**src/rtl/spi_xfer_seq.sv**
```systemverilog
module spi_xfer_seq #(
  parameter int DATA_W = 8,
  parameter int PRE_W  = 3,
  parameter int SEL_W  = 4,
  parameter int DLY_W  = 8
) (
  input  logic                   clk,
  input  logic                   rst_n,
  input  logic [31:0]            cfg_word,
  input  logic [31:0]            dly_word,
  input  logic                   tx_empty,
  input  logic [DATA_W-1:0]      tx_data,
  output logic                   tx_pop,
  output logic                   rx_push,
  output logic [DATA_W-1:0]      rx_data,
  output logic                   sclk,
  output logic                   mosi,
  input  logic                   miso,
  output logic [(1<<SEL_W)-1:0]  ss_n
);

  localparam int DIV_W = (1 << PRE_W) - 1;
  localparam int EDGES = 2 * DATA_W;
  localparam int EW    = $clog2(EDGES);

  typedef enum logic [2:0] {S_IDLE, S_LEAD, S_SHIFT, S_BTWN, S_GAP, S_TAIL} state_t;

  wire              en     = cfg_word[0];
  wire              cpol   = cfg_word[1];
  wire              cpha   = cfg_word[2];
  wire [PRE_W-1:0]  pre    = cfg_word[3 +: PRE_W];
  wire              dec    = cfg_word[9];
  wire [SEL_W-1:0]  sel    = cfg_word[10 +: SEL_W];
  wire              frc    = cfg_word[14];
  wire              man    = cfg_word[15];
  wire              mstart = cfg_word[16];
  wire              unused_cfg = ^{cfg_word[31:17], cfg_word[8:6]};

  wire [DLY_W-1:0] d_init  = dly_word[0       +: DLY_W];
  wire [DLY_W-1:0] d_after = dly_word[DLY_W   +: DLY_W];
  wire [DLY_W-1:0] d_btwn  = dly_word[2*DLY_W +: DLY_W];
  wire [DLY_W-1:0] d_nss   = dly_word[3*DLY_W +: DLY_W];

  state_t            st;
  logic [DLY_W-1:0]  cnt;
  logic [DIV_W-1:0]  div;
  logic [EW-1:0]     edg;
  logic              lvl, ss_act, start_pend;
  logic [DATA_W-1:0] sr, rx_sh;

  wire [DIV_W-1:0] half_m1 = DIV_W'((1 << pre) - 1);
  wire tick     = (st == S_SHIFT) && (div == half_m1);
  wire samp     = cpha ? edg[0] : ~edg[0];
  wire shft     = cpha ? (~edg[0] && edg != '0) : edg[0];
  wire last_edg = (edg == EW'(EDGES - 1));
  wire more     = en && !tx_empty;
  wire ss_on    = ss_act || frc;

  assign tx_pop = more && (((st == S_IDLE) && (!man || start_pend)) ||
                           (((st == S_BTWN) || (st == S_GAP)) && cnt == '0));
  assign sclk   = cpol ^ lvl;
  assign mosi   = sr[DATA_W-1];

  always_comb begin
    ss_n = '1;
    if (ss_on) begin
      if (dec) begin
        if (sel != '1) ss_n[sel] = 1'b0;
      end else begin
        ss_n[SEL_W-1:0] = sel;
      end
    end
  end

  always_ff @(posedge clk or negedge rst_n) begin
    if (!rst_n) begin
      st         <= S_IDLE;
      cnt        <= '0;
      div        <= '0;
      edg        <= '0;
      lvl        <= 1'b0;
      sr         <= '0;
      rx_sh      <= '0;
      rx_data    <= '0;
      rx_push    <= 1'b0;
      ss_act     <= 1'b0;
      start_pend <= 1'b0;
    end else begin
      rx_push <= 1'b0;
      if (!man || (tx_pop && st == S_IDLE)) start_pend <= 1'b0;
      else if (st == S_IDLE && mstart)      start_pend <= 1'b1;
      if (tx_pop) begin
        sr  <= tx_data;
        div <= '0;
        edg <= '0;
        lvl <= 1'b0;
      end
      case (st)
        S_IDLE: if (tx_pop) begin
          ss_act <= 1'b1;
          cnt    <= d_init;
          st     <= S_LEAD;
        end
        S_LEAD: if (cnt == '0) st <= S_SHIFT;
                else cnt <= cnt - 1'b1;
        S_SHIFT: if (!tick) div <= div + 1'b1;
        else begin
          div <= '0;
          lvl <= ~lvl;
          edg <= edg + 1'b1;
          if (samp) rx_sh <= {rx_sh[DATA_W-2:0], miso};
          if (shft) sr <= {sr[DATA_W-2:0], 1'b0};
          if (last_edg) begin
            rx_push <= 1'b1;
            rx_data <= cpha ? {rx_sh[DATA_W-2:0], miso} : rx_sh;
            if (!more) begin
              st  <= S_TAIL;
              cnt <= d_after;
            end else if (d_nss == '0) begin
              st  <= S_BTWN;
              cnt <= d_btwn;
            end else begin
              st     <= S_GAP;
              cnt    <= d_nss - 1'b1;
              ss_act <= 1'b0;
            end
          end
        end
        S_BTWN: if (cnt != '0) cnt <= cnt - 1'b1;
        else if (tx_pop) st <= S_SHIFT;
        else begin
          st  <= S_TAIL;
          cnt <= d_after;
        end
        S_GAP: if (cnt != '0) cnt <= cnt - 1'b1;
        else if (tx_pop) begin
          ss_act <= 1'b1;
          cnt    <= d_init;
          st     <= S_LEAD;
        end else st <= S_IDLE;
        S_TAIL: if (cnt != '0) cnt <= cnt - 1'b1;
        else begin
          ss_act <= 1'b0;
          st     <= S_IDLE;
        end
        default: st <= S_IDLE;
      endcase
    end
  end

  AST_POP_NONEMPTY: assert property (@(posedge clk) disable iff (!rst_n)
    tx_pop |-> !tx_empty);
  AST_DISABLED_QUIET: assert property (@(posedge clk) disable iff (!rst_n)
    !en |-> !tx_pop);
  AST_MANUAL_WAIT: assert property (@(posedge clk) disable iff (!rst_n)
    (man && !start_pend && st == S_IDLE) |-> !tx_pop);
  AST_SCLK_GATED: assert property (@(posedge clk) disable iff (!rst_n)
    (!$stable(sclk) && $stable(cpol)) |-> $past(ss_act));
  AST_PUSH_SPACED: assert property (@(posedge clk) disable iff (!rst_n)
    rx_push |=> !rx_push);
  AST_DECODE_ONEHOT: assert property (@(posedge clk) disable iff (!rst_n)
    dec |-> ($countones(~ss_n) <= 1));

endmodule

```
**config.mk**
```make
export PLATFORM = sky130hd
export DESIGN_NAME = spi_xfer_seq
export DESIGN_NICKNAME = d
export VERILOG_FILES = /design/src/rtl/spi_xfer_seq.sv
export SDC_FILE = /design/constraint.sdc
export NUM_CORES = 1
export LEC_CHECK = 0
export ABC_AREA = 1
export BUFFER_PORTS_ARGS = -buffer_cell sky130_fd_sc_hd__buf_2
export CORE_AREA = 2 2 88 90
export DETAILED_ROUTE_END_ITERATION = 8
export DIE_AREA = 0 0 90 92
export PLACE_DENSITY = 0.81
export SETUP_SLACK_MARGIN = 0.2
export SYNTH_ARGS = -nofsm -noshare
export SYNTH_HDL_FRONTEND = slang
export SYNTH_SLANG_ARGS = --single-unit
```
**constraint.sdc**
```tcl
create_clock -name clk -period 2.5 [get_ports clk]
set_input_delay 0.375 -clock clk [delete_from_list [all_inputs] [get_ports clk]]
set_output_delay 0.375 -clock clk [all_outputs]
set_load 0.02 [all_outputs]
```
# After elaboration in Yosys (flattened, before gate mapping)
# Index checks and enable logic that the tools add are counted.
# word_totals
register_bits	50
output_inout_bits	28
input_bits	76
# op_classes
n_shift	1
muxes	58
n_reduce_logical	30
n_bitwise	4
order_cmp	2
eq_ne	20
n_addsub	5
# op_table
op	n
$mux 8	15
$pmux 8 s6	1
$mux 16	2
$mux 3	10
$ne 2x2->1 const B	11
$mux 7	3
$mux 1	19
$pmux 3 s6	1
$logic_not 8->1	2
$mux 4	4
$not 16->16	1
$sub 8x1->8 const B	2
$reduce_and 7->1	2
$mux 12	1
$logic_and 1x1->1	9
$reduce_bool 4->1	2
$reduce_bool 8->1	1
$add 7x1->7 const B	1
$eq 7x7->1	1
$shl 1x3->7 const A	1
$sub 7x2->7 const B	1
$eq 3x2->1 const B	2
$eq 3x3->1 const B	2
$reduce_and 3->1	2
other kinds (17)	24

# Longest topological paths before layout
# Gate-level depths: netlist of the first run.
# logic_depth
word_depth	9
depth_mapped	16
depth_no_buf	15

# Worst setup path after synthesis of the first run
# No wires, ideal clock.
# synth_path
kind	input to register
start	in cfg_word[5]
end	reg rx_data[2]
setup_slack_ns	0.463
path_buffers	1
t_arrival_ns	1.914
setup_time_ns	0.123
path_stages	15
t_required_ns	2.377
cell_sequence	nor2_1 -> nand2_2 -> ha_1 -> inv_1 -> nand2_1 -> nand2_1 -> nor2_1 -> nand3_1 -> nor2_4 -> nand4_4 -> inv_4 -> nand2_4 -> buf_6 -> nand2_1 -> o21ai_2
# synth_via
elab_chain_len	5
# synth_lines
item	line_no	text
start, declared	9	input logic [31:0] cfg_word,
$shl 1x3->7	51	wire [DIV_W-1:0] half_m1 = DIV_W'((1 << pre) - 1);
$sub 7x2->7	51	
$eq 7x7->1	52	wire tick = (st == S_SHIFT) && (div == half_m1);
$logic_and 1x1->1	52	
$reduce_and 3->1 (no source line)	--	
end signal, assigned	115	rx_data <= cpha ? {rx_sh[DATA_W-2:0], miso} : rx_sh;
end, declared	15	output logic [DATA_W-1:0] rx_data,
# No other way between the ends.
# A chain may end at the register's enable or synchronous reset.

# Final worst setup path of the first run
# layout_path
start	reg cnt[1]
end	out tx_pop
# layout_via
elab_chain_len	4
# layout_lines
item	line_no	text
start, declared	45	logic [DLY_W-1:0] cnt;
start signal, assigned	101	cnt <= d_init;
start signal, assigned	105	else cnt <= cnt - 1'b1;
start signal, assigned	118	cnt <= d_after;
$logic_not 8->1	60	(((st == S_BTWN) || (st == S_GAP)) && cnt == '0));
$logic_and 1x1->1	60	
$logic_or 1x1->1	59	assign tx_pop = more && (((st == S_IDLE) && (!man || start_pend)) ||
$logic_and 1x1->1	59	
end, declared	13	output logic tx_pop,
# No other way between the ends.

==> results.py, run 1 <==
metrics = {
    "synth": {
        "synth.yosys.warnings": 0,
        "synth_seq_cells": 50,
        "postSynth.topFlopCell": "sky130_fd_sc_hd__dfrtp_1",
        "synth_fp_nets": 647,
        "postSynthCellCount": 565,
        "mappedNetlistArea_um2": 3761,
        "sequential_cell_area_fraction_in_the_yosys_report_pct": 33.27,
        "synth_area_per_cell_um2": 6.657,
        "synth_edf_count": 0,
        "post_synth_num_cell_types": 36,
        "synth_async_sr_flop_share_pct": 100.0,
    },
    "worst_setup_path": {
        "cp_max_fo": 12,
        "worst_setup_path_start_kind": "flop",
        "crit_path_end_kind": "output port",
        "cp.arrival_ns": 1.79,
        "required_ns": 2.12,
        "path_class": "flop to output port",
    },
    "job": {
        "max-cap-violations": 0,
    },
    "clock_network": {
        "cts_tree": "built",
        "path_clk_slew_ns": 0.09,
        "cts_buffer_depth": 2,
        "ctsHoldBuffers": 0,
        "cts.root.buffer_cell": "sky130_fd_sc_hd__clkbuf_8",
        "number_of_cts_inserted_buffers": 5,
        "total_number_of_h_tree_levels": 2,
        "insertion_delay_ns": 0.30,
        "clkSinkCount": 50,
    },
    "finish": {
        "multi_input_comb_area_um2": 2193,
        "final_layout_size_suffix_gt1_share_pct": 20.71,
        "num-nets-final": 734,
        "layout-area-overhead-vs-synth_pct": 16.60,
        "fillers": 707,
        "diodes": 0,
        "seqCellArea_um2": 1251,
    },
    "power_and_ir_drop": {
        "max-vdd-ir-drop_uv": 389.5,
        "pwr_density_cell_nw_per_um2": 739.6,
        "power.leakage_nw": 2.359,
        "report.power.total_mw": 3.243,
    },
    "timing": {
        "finalCriticalPeriod_ns": 2.166,
        "timing.final.setup_violations": 0,
        "worst-slew-pin-transition_ns": 0.6444,
        "final_min_period_over_clock_period_pct": 86.65,
        "setup_total_negative_slack_ns": 0,
        "final_hold_viol_count": 0,
        "fin_worst_hold_slack_ns": 0.1593,
        "final-max-slew-violation-count": 0,
        "achievable-frequency_ghz": 0.4616,
        "timing.clock.skew_ns": 0.006140,
        "rsz0062_at_grt": "false",
        "relSlewSlack_pct": 57.04,
    },
    "global_route": {
        "global_route_wire_length_before_repair_mm": 16.26,
        "pin_count_of_the_biggest_net_entering_global_routing": 51,
        "number_of_global_route_vias_before_repair": 3819,
        "global_route_total_overflow": 0,
        "initial_antenna_violation_count": 0,
        "grt_util_all_layers_pct": 23.15,
    },
    "floorplan": {
        "core_area_um2": 7447,
        "fp.dieW_um": 90,
        "design.die.area_um2": 8280,
        "starting_utilization_of_the_core_area_pct": 50.50,
        "die_h_um": 92,
        "pin_count": 104,
        "placementRows": 32,
    },
    "drt": {
        "drt_first_pass_iters": 5,
        "wl_per_cell_um": 12.06,
        "detail-route-antenna-nets": 0,
        "routed_via_density": 5.192,
        "post_route_drc_violation_count": 0,
        "initialDrtViolationCount": 243,
        "via_count": 3915,
        "routed_wl_mm": 9.092,
    },
    "status": {
        "run_status": "finished, final reports clean",
    },
    "placed_design": {
        "finalWeightedCongestion": 0.8962,
        "dp.final_hpwl_mm": 6.946,
        "buffer_ports.inserted": 84,
    },
    "hold_path": {
        "worst_hold_path_type": "input port to asynchronous set/reset pin",
    },
}
repair_timing:
item | 4_1_cts | 5_1_grt
endpoints found under the setup margin | 1 | 10
buffers inserted | 1 | 0
gates resized for setup | 2 | 5
pin swaps | 1 | 1
worst max-delay path, cell delays in order (launching register included):
cell	delay (ns)
sky130_fd_sc_hd__dfrtp_1	0.39
sky130_fd_sc_hd__inv_1	0.10
sky130_fd_sc_hd__ha_2	0.21
sky130_fd_sc_hd__nand2_1	0.12
sky130_fd_sc_hd__nor2_2	0.14
sky130_fd_sc_hd__nand2_1	0.11
sky130_fd_sc_hd__nand2_4	0.09
sky130_fd_sc_hd__nand2_4	0.06
sky130_fd_sc_hd__inv_6	0.11
sky130_fd_sc_hd__buf_4	0.15
cell type report:
class,instances,share of cell area (%)
Tap cell,102,2.910
Multi-Input combinational cell,440,50.01
Clock inverter,2,0.2282
Sequential cell,50,28.53
Clock buffer,5,1.569
Timing Repair Buffer,94,11.36
Inverter,61,5.392
placed cells by master, fill, tap and decap left out, types with 3 or more instances in the layout:
cell type / count
sky130_fd_sc_hd__inv_2: 4
sky130_fd_sc_hd__xor2_1: 13
sky130_fd_sc_hd__nand2_4: 5
sky130_fd_sc_hd__buf_4: 11
sky130_fd_sc_hd__nand3_1: 64
sky130_fd_sc_hd__a21oi_1: 15
sky130_fd_sc_hd__inv_1: 55
sky130_fd_sc_hd__nand2_1: 177
sky130_fd_sc_hd__or2_2: 3
sky130_fd_sc_hd__nand3b_1: 8
sky130_fd_sc_hd__ha_1: 5
sky130_fd_sc_hd__buf_2: 83
sky130_fd_sc_hd__o22ai_1: 6
sky130_fd_sc_hd__mux2i_1: 3
sky130_fd_sc_hd__clkbuf_8: 5
sky130_fd_sc_hd__o21ai_1: 6
sky130_fd_sc_hd__nor3_1: 16
sky130_fd_sc_hd__nor2_1: 58
sky130_fd_sc_hd__dfrtp_1: 50
sky130_fd_sc_hd__o21ai_0: 27
sky130_fd_sc_hd__o21ai_2: 9
sky130_fd_sc_hd__nand4_1: 8
report_power, final:
group,internal (mW),leakage (nW),total (mW),switching [mW]
logic,0.594,1.65,1.65,1.06
registers,0.997,0.662,1.15,0.150
clock network,0.188,0.0438,0.447,0.258
total,1.78,2.36,3.24,1.46
cells in the mapped netlist, drive strengths merged, types with 2 or more instances:
library cell | count | share of area (%)
dfrtp | 50 | 33
o21ai | 42 | 6.5
o22ai | 6 | 1.0
a21oi | 15 | 2.0
xnor2 | 2 | 0.47
nand3b | 8 | 1.6
xor2 | 13 | 3.0
nand3 | 66 | 9.0
nand2 | 184 | 19
nand4 | 9 | 1.9
mux2i | 3 | 0.80
or2 | 3 | 0.50
ha | 6 | 2.0
nor3 | 17 | 2.4
nor2 | 61 | 6.5
buf | 13 | 2.4
inv | 61 | 6.2
flip-flops by register name, summed over array words and instances (netlist names):
signal and cells:
cnt 8, rx_data 8, rx_sh 8, sr 8, div 7, edg 4
st 3, lvl 1, rx_push 1, ss_act 1, start_pend 1
cell families after synthesis:
| family | synth area share (%) |
|---|---|
| AO/OA/AOI/OAI | 10.21 |
| multiplexers | 0.7984 |
| adder cells (fa/ha/maj) | 1.996 |
| flip-flops | 33.27 |
| XOR/XNOR | 3.493 |
| buffers and inverters | 8.682 |
| AND/OR/NAND/NOR | 41.45 |
| other | 0.09970 |
per-stage QoR:
stage | setup slack (ns) | area, um^2 | instances | util, %
5_1_grt | 0.2096 | 4385 | 754 | 58.89
3_5_place_dp | 0.07212 | 4282 | 746 | 57.49
4_1_cts | 0.2144 | 4373 | 754 | 58.72
6_report | 0.3339 | 4385 | 754 | 58.89
2_1_floorplan | 0.4628 | 3761 | 565 | -
3_3_place_gp | 0.1654 | 4282 | 746 | 57.49
routing by layer:
layer	wire (um)	vias up	GRT usage (%)	share of wire, %
li1	-	1995	-	-
met1	4191	1756	29.29	46
met2	4238	151	40.85	47
met3	528	13	3.205	5.8
met4	134	0	7.692	1.5
met5	0	-	0	0
final timing paths:
kind	start	end	slack (ns)	cells past startpoint
hold reg to reg	rx_data[7]	rx_data[7]	0.49	2
setup reg to reg	cnt[0]	cnt[7]	0.41	13
setup / recovery	cnt[1]	tx_pop	0.33	9
min in group clk	cfg_word[15]	start_pend	0.32	3
max in group asynchronous	rst_n	edg[1]	1.89	2
hold / removal	rst_n	sr[3]	0.16	2
No activity file was read; power rests on OpenSTA's default activity.
==> run 2: changes to the inputs <==
REMOVE_ABC_BUFFERS = 1   (was default)
==> run 2 against run 1 <==
- first-iteration DRC count is 16% lower
- die area stayed put
- critical path depth stayed put
- global-route usage is 0.076 points higher
- core utilization is 0.34 points higher
- non-clock buffer count is 1 lower
- via count is 0.36% higher
- design area is 0.57% higher
- fmax is 3.1% lower
- critical endpoint unchanged
- largest power group unchanged
- highest routed layer unchanged
==> results.py, run 2 (synthesis results as in run 1) <==
metrics = {
    "status": {
        "run_status": "finished, final reports clean",
    },
    "clock_network": {
        "path_clk_slew_ns": 0.08,
        "cts_tree": "built",
        "insertion_delay_ns": 0.30,
        "cts.root.buffer_cell": "sky130_fd_sc_hd__clkbuf_8",
        "number_of_cts_inserted_buffers": 5,
        "cts_buffer_depth": 2,
        "total_number_of_h_tree_levels": 2,
        "clkSinkCount": 50,
    },
    "finish": {
        "final_layout_size_suffix_gt1_share_pct": 20.58,
        "fillers": 722,
        "layout-area-overhead-vs-synth_pct": 17.27,
        "layout_commonest_cell": "sky130_fd_sc_hd__nand2_1",
        "post-route-cell-area_um2": 4410,
        "num-nets-final": 733,
        "diodes": 0,
        "final_cell_mix": "sky130_fd_sc_hd__nand2_1, sky130_fd_sc_hd__buf_2, sky130_fd_sc_hd__nand3_1, sky130_fd_sc_hd__nor2_1, sky130_fd_sc_hd__inv_1",
    },
    "worst_setup_path": {
        "required_ns": 2.12,
        "path_class": "flop to output port",
        "crit_chain": "inv_1, ha_1, nand2_2, nor2_2, nand2_1, nand2_4, nand2_4, inv_4, buf_2",
        "critical-path-slowest-cell": "sky130_fd_sc_hd__dfrtp_1",
        "cp_max_fo": 12,
        "crit_path_end_kind": "output port",
        "worst_setup_path_start_kind": "flop",
        "critPathMostFrequentCell": "sky130_fd_sc_hd__nand2_4",
        "timing.critical_path.slowest_cell_delay_ns": 0.39,
        "cp.arrival_ns": 1.86,
    },
    "job": {
        "max-cap-violations": 0,
    },
    "placed_design": {
        "dp.final_hpwl_mm": 6.889,
        "placedInstanceArea_um2": 4274,
        "buffer_ports.inserted": 84,
        "finalWeightedCongestion": 0.8613,
    },
    "floorplan": {
        "die_h_um": 92,
        "core_area_um2": 7447,
        "pin_count": 104,
        "starting_utilization_of_the_core_area_pct": 50.50,
        "fp.dieW_um": 90,
        "design.die.area_um2": 8280,
        "placementRows": 32,
    },
    "timing": {
        "final_min_period_over_clock_period_pct": 89.43,
        "finalCriticalPeriod_ns": 2.236,
        "worst-slew-pin-transition_ns": 0.6369,
        "rsz0062_at_grt": "true",
        "timing.clock.skew_ns": 0.002785,
        "final-max-slew-violation-count": 0,
        "achievable-frequency_ghz": 0.4473,
        "relSlewSlack_pct": 57.54,
        "setup_total_negative_slack_ns": 0,
        "timing.final.setup_violations": 0,
        "final_hold_viol_count": 0,
    },
    "drt": {
        "routed_wl_mm": 9.191,
        "wl_per_cell_um": 12.21,
        "via_count": 3929,
        "initialDrtViolationCount": 204,
        "detail-route-antenna-nets": 0,
        "drt_first_pass_iters": 5,
        "post_route_drc_violation_count": 0,
        "routed_via_density": 5.218,
    },
    "global_route": {
        "pin_count_of_the_biggest_net_entering_global_routing": 51,
        "number_of_global_route_vias_before_repair": 3772,
        "global_route_wire_length_before_repair_mm": 16.27,
        "grt_util_all_layers_pct": 23.22,
        "global_route_total_overflow": 0,
        "initial_antenna_violation_count": 0,
    },
    "hold_path": {
        "worst_hold_path_type": "input port to asynchronous set/reset pin",
    },
    "power_and_ir_drop": {
        "power.leakage_nw": 2.373,
        "pwr_density_cell_nw_per_um2": 759.5,
        "max-vdd-ir-drop_uv": 448.6,
    },
}
==> run 2: cell types whose count changed in the layout (fill, tap and decap cells not counted), sizes merged <==
cell,delta
buf,-1
clkbuf,+1
bufinv,+1
clkinv,-2
==> run 2: metrics by stage <==
step	hold WS [ns]	setup slack, ns	std cells	power [mW]	util, %
3_3_place_gp	0.4576	0.1677	745	2.703	57.39
4_1_cts	0.1913	0.2158	753	3.340	59.04
6_report	0.1548	0.2642	753	3.350	59.22
5_1_grt	0.2373	0.1571	753	3.685	59.22
2_1_floorplan	0.07941	0.2832	551	2.333	-
3_5_place_dp	0.4626	0.08948	745	2.746	57.39
==> run 2: area by class of cell <==
class                      instances  area [um^2]  area share (%)
timing repair buffer              93        488.0           11.06
inverter                          61        234.0           5.305
clock inverter                     1        30.03          0.6809
sequential                        50         1251           28.37
tap                              102        127.6           2.894
multi-input combinational        440         2197           49.82
clock buffer                       6        82.58           1.872
==> run 2: path summary, 6_finish.rpt <==
path / start / end / slack (ns) / cells past startpoint
setup reg to reg: cnt[0] / cnt[5] / 0.46 / 13
setup / recovery: cnt[0] / tx_pop / 0.26 / 9
max in group asynchronous: rst_n / div[4] / 1.90 / 2
hold reg to reg: edg[3] / edg[3] / 0.48 / 1
min in group clk: cfg_word[15] / start_pend / 0.30 / 3
hold / removal: rst_n / div[1] / 0.15 / 2
==> run 2: routing by layer <==
metal	routed length [um]	GRT usage [%]
met2	4440	42.04
met3	539	3.698
met5	0	0
met4	182	7.179
met1	4029	28.41
==> run 2: report_power, final <==
part	internal [mW]	switching (mW)	total [mW]
clock network	0.320	0.259	0.579
registers	0.997	0.146	1.14
logic	0.580	1.05	1.63
total	1.90	1.45	3.35
==> run 2: worst max-delay path: cells and delay by family (launching register included) <==
| family | cells | cell delay, ns |
|---|---|---|
| simple gates | 5 | 0.49 |
| fa+ha+maj | 1 | 0.23 |
| buf+inv | 3 | 0.45 |
| flops | 1 | 0.39 |
==> run 2: repair_timing <==
item / CTS / global route
resized for setup: 1 / 4
endpoints found under the hold margin: 0 / 0
endpoints found under the setup margin: 1 / 9
buffers inserted: 1 / 0
pin swaps: 1 / 0
hold buffers: 0 / 0
==> run 3: changes to the inputs <==
PLACE_DENSITY = 0.78   (was 0.81)
==> run 3 against run 2 <==
- via count shrank 0.33%
- worst hold slack lost 0.00088 ns
- sequential share of layout area grew 0.15 points
- total power shrank 3.5%
- sequential cell count is the same
- critical path type unchanged
- count of clock-buffer cells in the layout shrank 1
- first-iteration DRC count grew 8.3%
==> results.py, run 3 (synthesis results as in run 1) <==
metrics = {
    "status": {
        "run_status": "finished, final reports clean",
    },
    "power_and_ir_drop": {
        "pwr_density_cell_nw_per_um2": 736.6,
        "report.power.total_mw": 3.231,
        "power.leakage_nw": 2.362,
        "max-vdd-ir-drop_uv": 376.4,
    },
    "timing": {
        "rsz0062_at_grt": "true",
        "finalCriticalPeriod_ns": 2.193,
        "achievable-frequency_ghz": 0.4560,
        "final_hold_viol_count": 0,
        "post-route-worst-setup-slack_ns": 0.3069,
        "timing.final.setup_violations": 0,
        "final-max-slew-violation-count": 0,
        "fin_worst_hold_slack_ns": 0.1539,
        "timing.clock.skew_ns": 0.008136,
        "relSlewSlack_pct": 57.39,
        "worst-slew-pin-transition_ns": 0.6391,
        "setup_total_negative_slack_ns": 0,
        "final_min_period_over_clock_period_pct": 87.73,
    },
    "worst_setup_path": {
        "path_class": "flop to output port",
        "critical-path-slowest-cell": "sky130_fd_sc_hd__dfrtp_1",
        "crit-reg2reg-launch": "cnt[0]",
        "cp_max_fo": 12,
        "critPathMostFrequentCell": "sky130_fd_sc_hd__nand2_4",
        "crit_path_end_kind": "output port",
        "timing.critical_path.slowest_cell_delay_ns": 0.40,
        "r2r_setup_slack_ns": 0.49,
        "worst_r2r_path_depth": 13,
        "cp.arrival_ns": 1.82,
        "critical-path-top-delay-family": "simple AND/OR/NAND/NOR gates",
        "worst_setup_path_start_kind": "flop",
        "r2r-end": "cnt[5]",
        "crit_chain": "inv_2, ha_2, nand2_2, nor2_2, nand2_1, nand2_4, nand2_4, inv_4, buf_2",
        "required_ns": 2.12,
        "timing.critical_path.buf_inv": 3,
    },
    "drt": {
        "post_route_drc_violation_count": 0,
        "routed_via_density": 5.194,
        "wl_per_cell_um": 11.99,
        "via_count": 3916,
        "detail-route-antenna-nets": 0,
        "initialDrtViolationCount": 221,
        "drt_first_pass_iters": 4,
        "routed_wl_mm": 9.039,
    },
    "floorplan": {
        "design.die.area_um2": 8280,
        "placementRows": 32,
        "die_h_um": 92,
        "fp.dieW_um": 90,
        "starting_utilization_of_the_core_area_pct": 50.50,
        "pin_count": 104,
        "core_area_um2": 7447,
    },
    "job": {
        "max-cap-violations": 0,
    },
    "placed_design": {
        "place_worst_setup_slack_ns": 0.07650,
        "placedInstanceArea_um2": 4282,
        "dpl.cell_count": 746,
        "finalWeightedCongestion": 0.8547,
        "dp.final_hpwl_mm": 6.943,
        "buffer_ports.inserted": 84,
    },
    "global_route": {
        "number_of_global_route_vias_before_repair": 3730,
        "grt_util_all_layers_pct": 22.57,
        "global_route_total_overflow": 0,
        "initial_antenna_violation_count": 0,
        "global_route_wire_length_before_repair_mm": 15.89,
        "pin_count_of_the_biggest_net_entering_global_routing": 51,
    },
    "finish": {
        "finish.utilization_pct": 58.90,
        "final_layout_size_suffix_gt1_share_pct": 20.86,
        "final_cell_mix": "sky130_fd_sc_hd__nand2_1, sky130_fd_sc_hd__buf_2, sky130_fd_sc_hd__nand3_1, sky130_fd_sc_hd__nor2_1, sky130_fd_sc_hd__inv_1",
        "diodes": 0,
        "num-nets-final": 734,
        "fillers": 733,
        "layout-area-overhead-vs-synth_pct": 16.63,
        "post-route-cell-area_um2": 4387,
        "layout_commonest_cell": "sky130_fd_sc_hd__nand2_1",
        "layout.cells.non_filler": 754,
    },
    "clock_network": {
        "insertion_delay_ns": 0.30,
        "cts.root.buffer_cell": "sky130_fd_sc_hd__clkbuf_8",
        "cts_buffer_depth": 2,
        "total_number_of_h_tree_levels": 2,
        "number_of_cts_inserted_buffers": 5,
        "ctsHoldBuffers": 0,
        "clkSinkCount": 50,
        "path_clk_slew_ns": 0.09,
        "cts_tree": "built",
    },
    "hold_path": {
        "worst_hold_path_type": "input port to asynchronous set/reset pin",
    },
}
-- run 3: worst max-delay path by stage --
stage / end / startpoint / depth (start not counted) / slack (ns)
2_1_floorplan: tx_pop / cnt[0] / 8 / 0.28
3_3_place_gp: st[2] / cfg_word[5] / 15 / 0.17
3_5_place_dp: st[2] / cfg_word[5] / 15 / 0.08
4_1_cts: tx_pop / cnt[0] / 9 / 0.21
5_1_grt: tx_pop / cnt[1] / 9 / 0.16
6_report: tx_pop / cnt[0] / 9 / 0.31
-- run 3: final cells by class --
type,count,area [um^2],share of cell area [%]
inverter,61,234.0,5.334
sequential,50,1251,28.52
multi-input combinational,440,2196,50.06
clock buffer,5,68.82,1.569
tap,102,127.6,2.909
clock inverter,2,13.76,0.3137
timing repair buffer,94,495.5,11.29
-- run 3: repair_timing --
item                       4_1_cts  5_1_grt
pin swaps                        2        0
buffers inserted                 1        0
setup endpoints to repair        1        8
resized for setup                2        4
-- run 3: per-layer routing --
| layer | up-vias | GRT usage, % | share of wire (%) |
|---|---|---|---|
| met4 | 0 | 7.564 | 2.4 |
| met5 | - | 0 | 0 |
| met3 | 17 | 2.958 | 5.2 |
| met2 | 135 | 40.29 | 47 |
| met1 | 1764 | 28.28 | 45 |
| li1 | 2000 | - | - |
-- run 3: where the power goes --
part	internal [mW]	switching (mW)
Combinational	0.583	1.04
Clock	0.194	0.264
Sequential	0.997	0.151
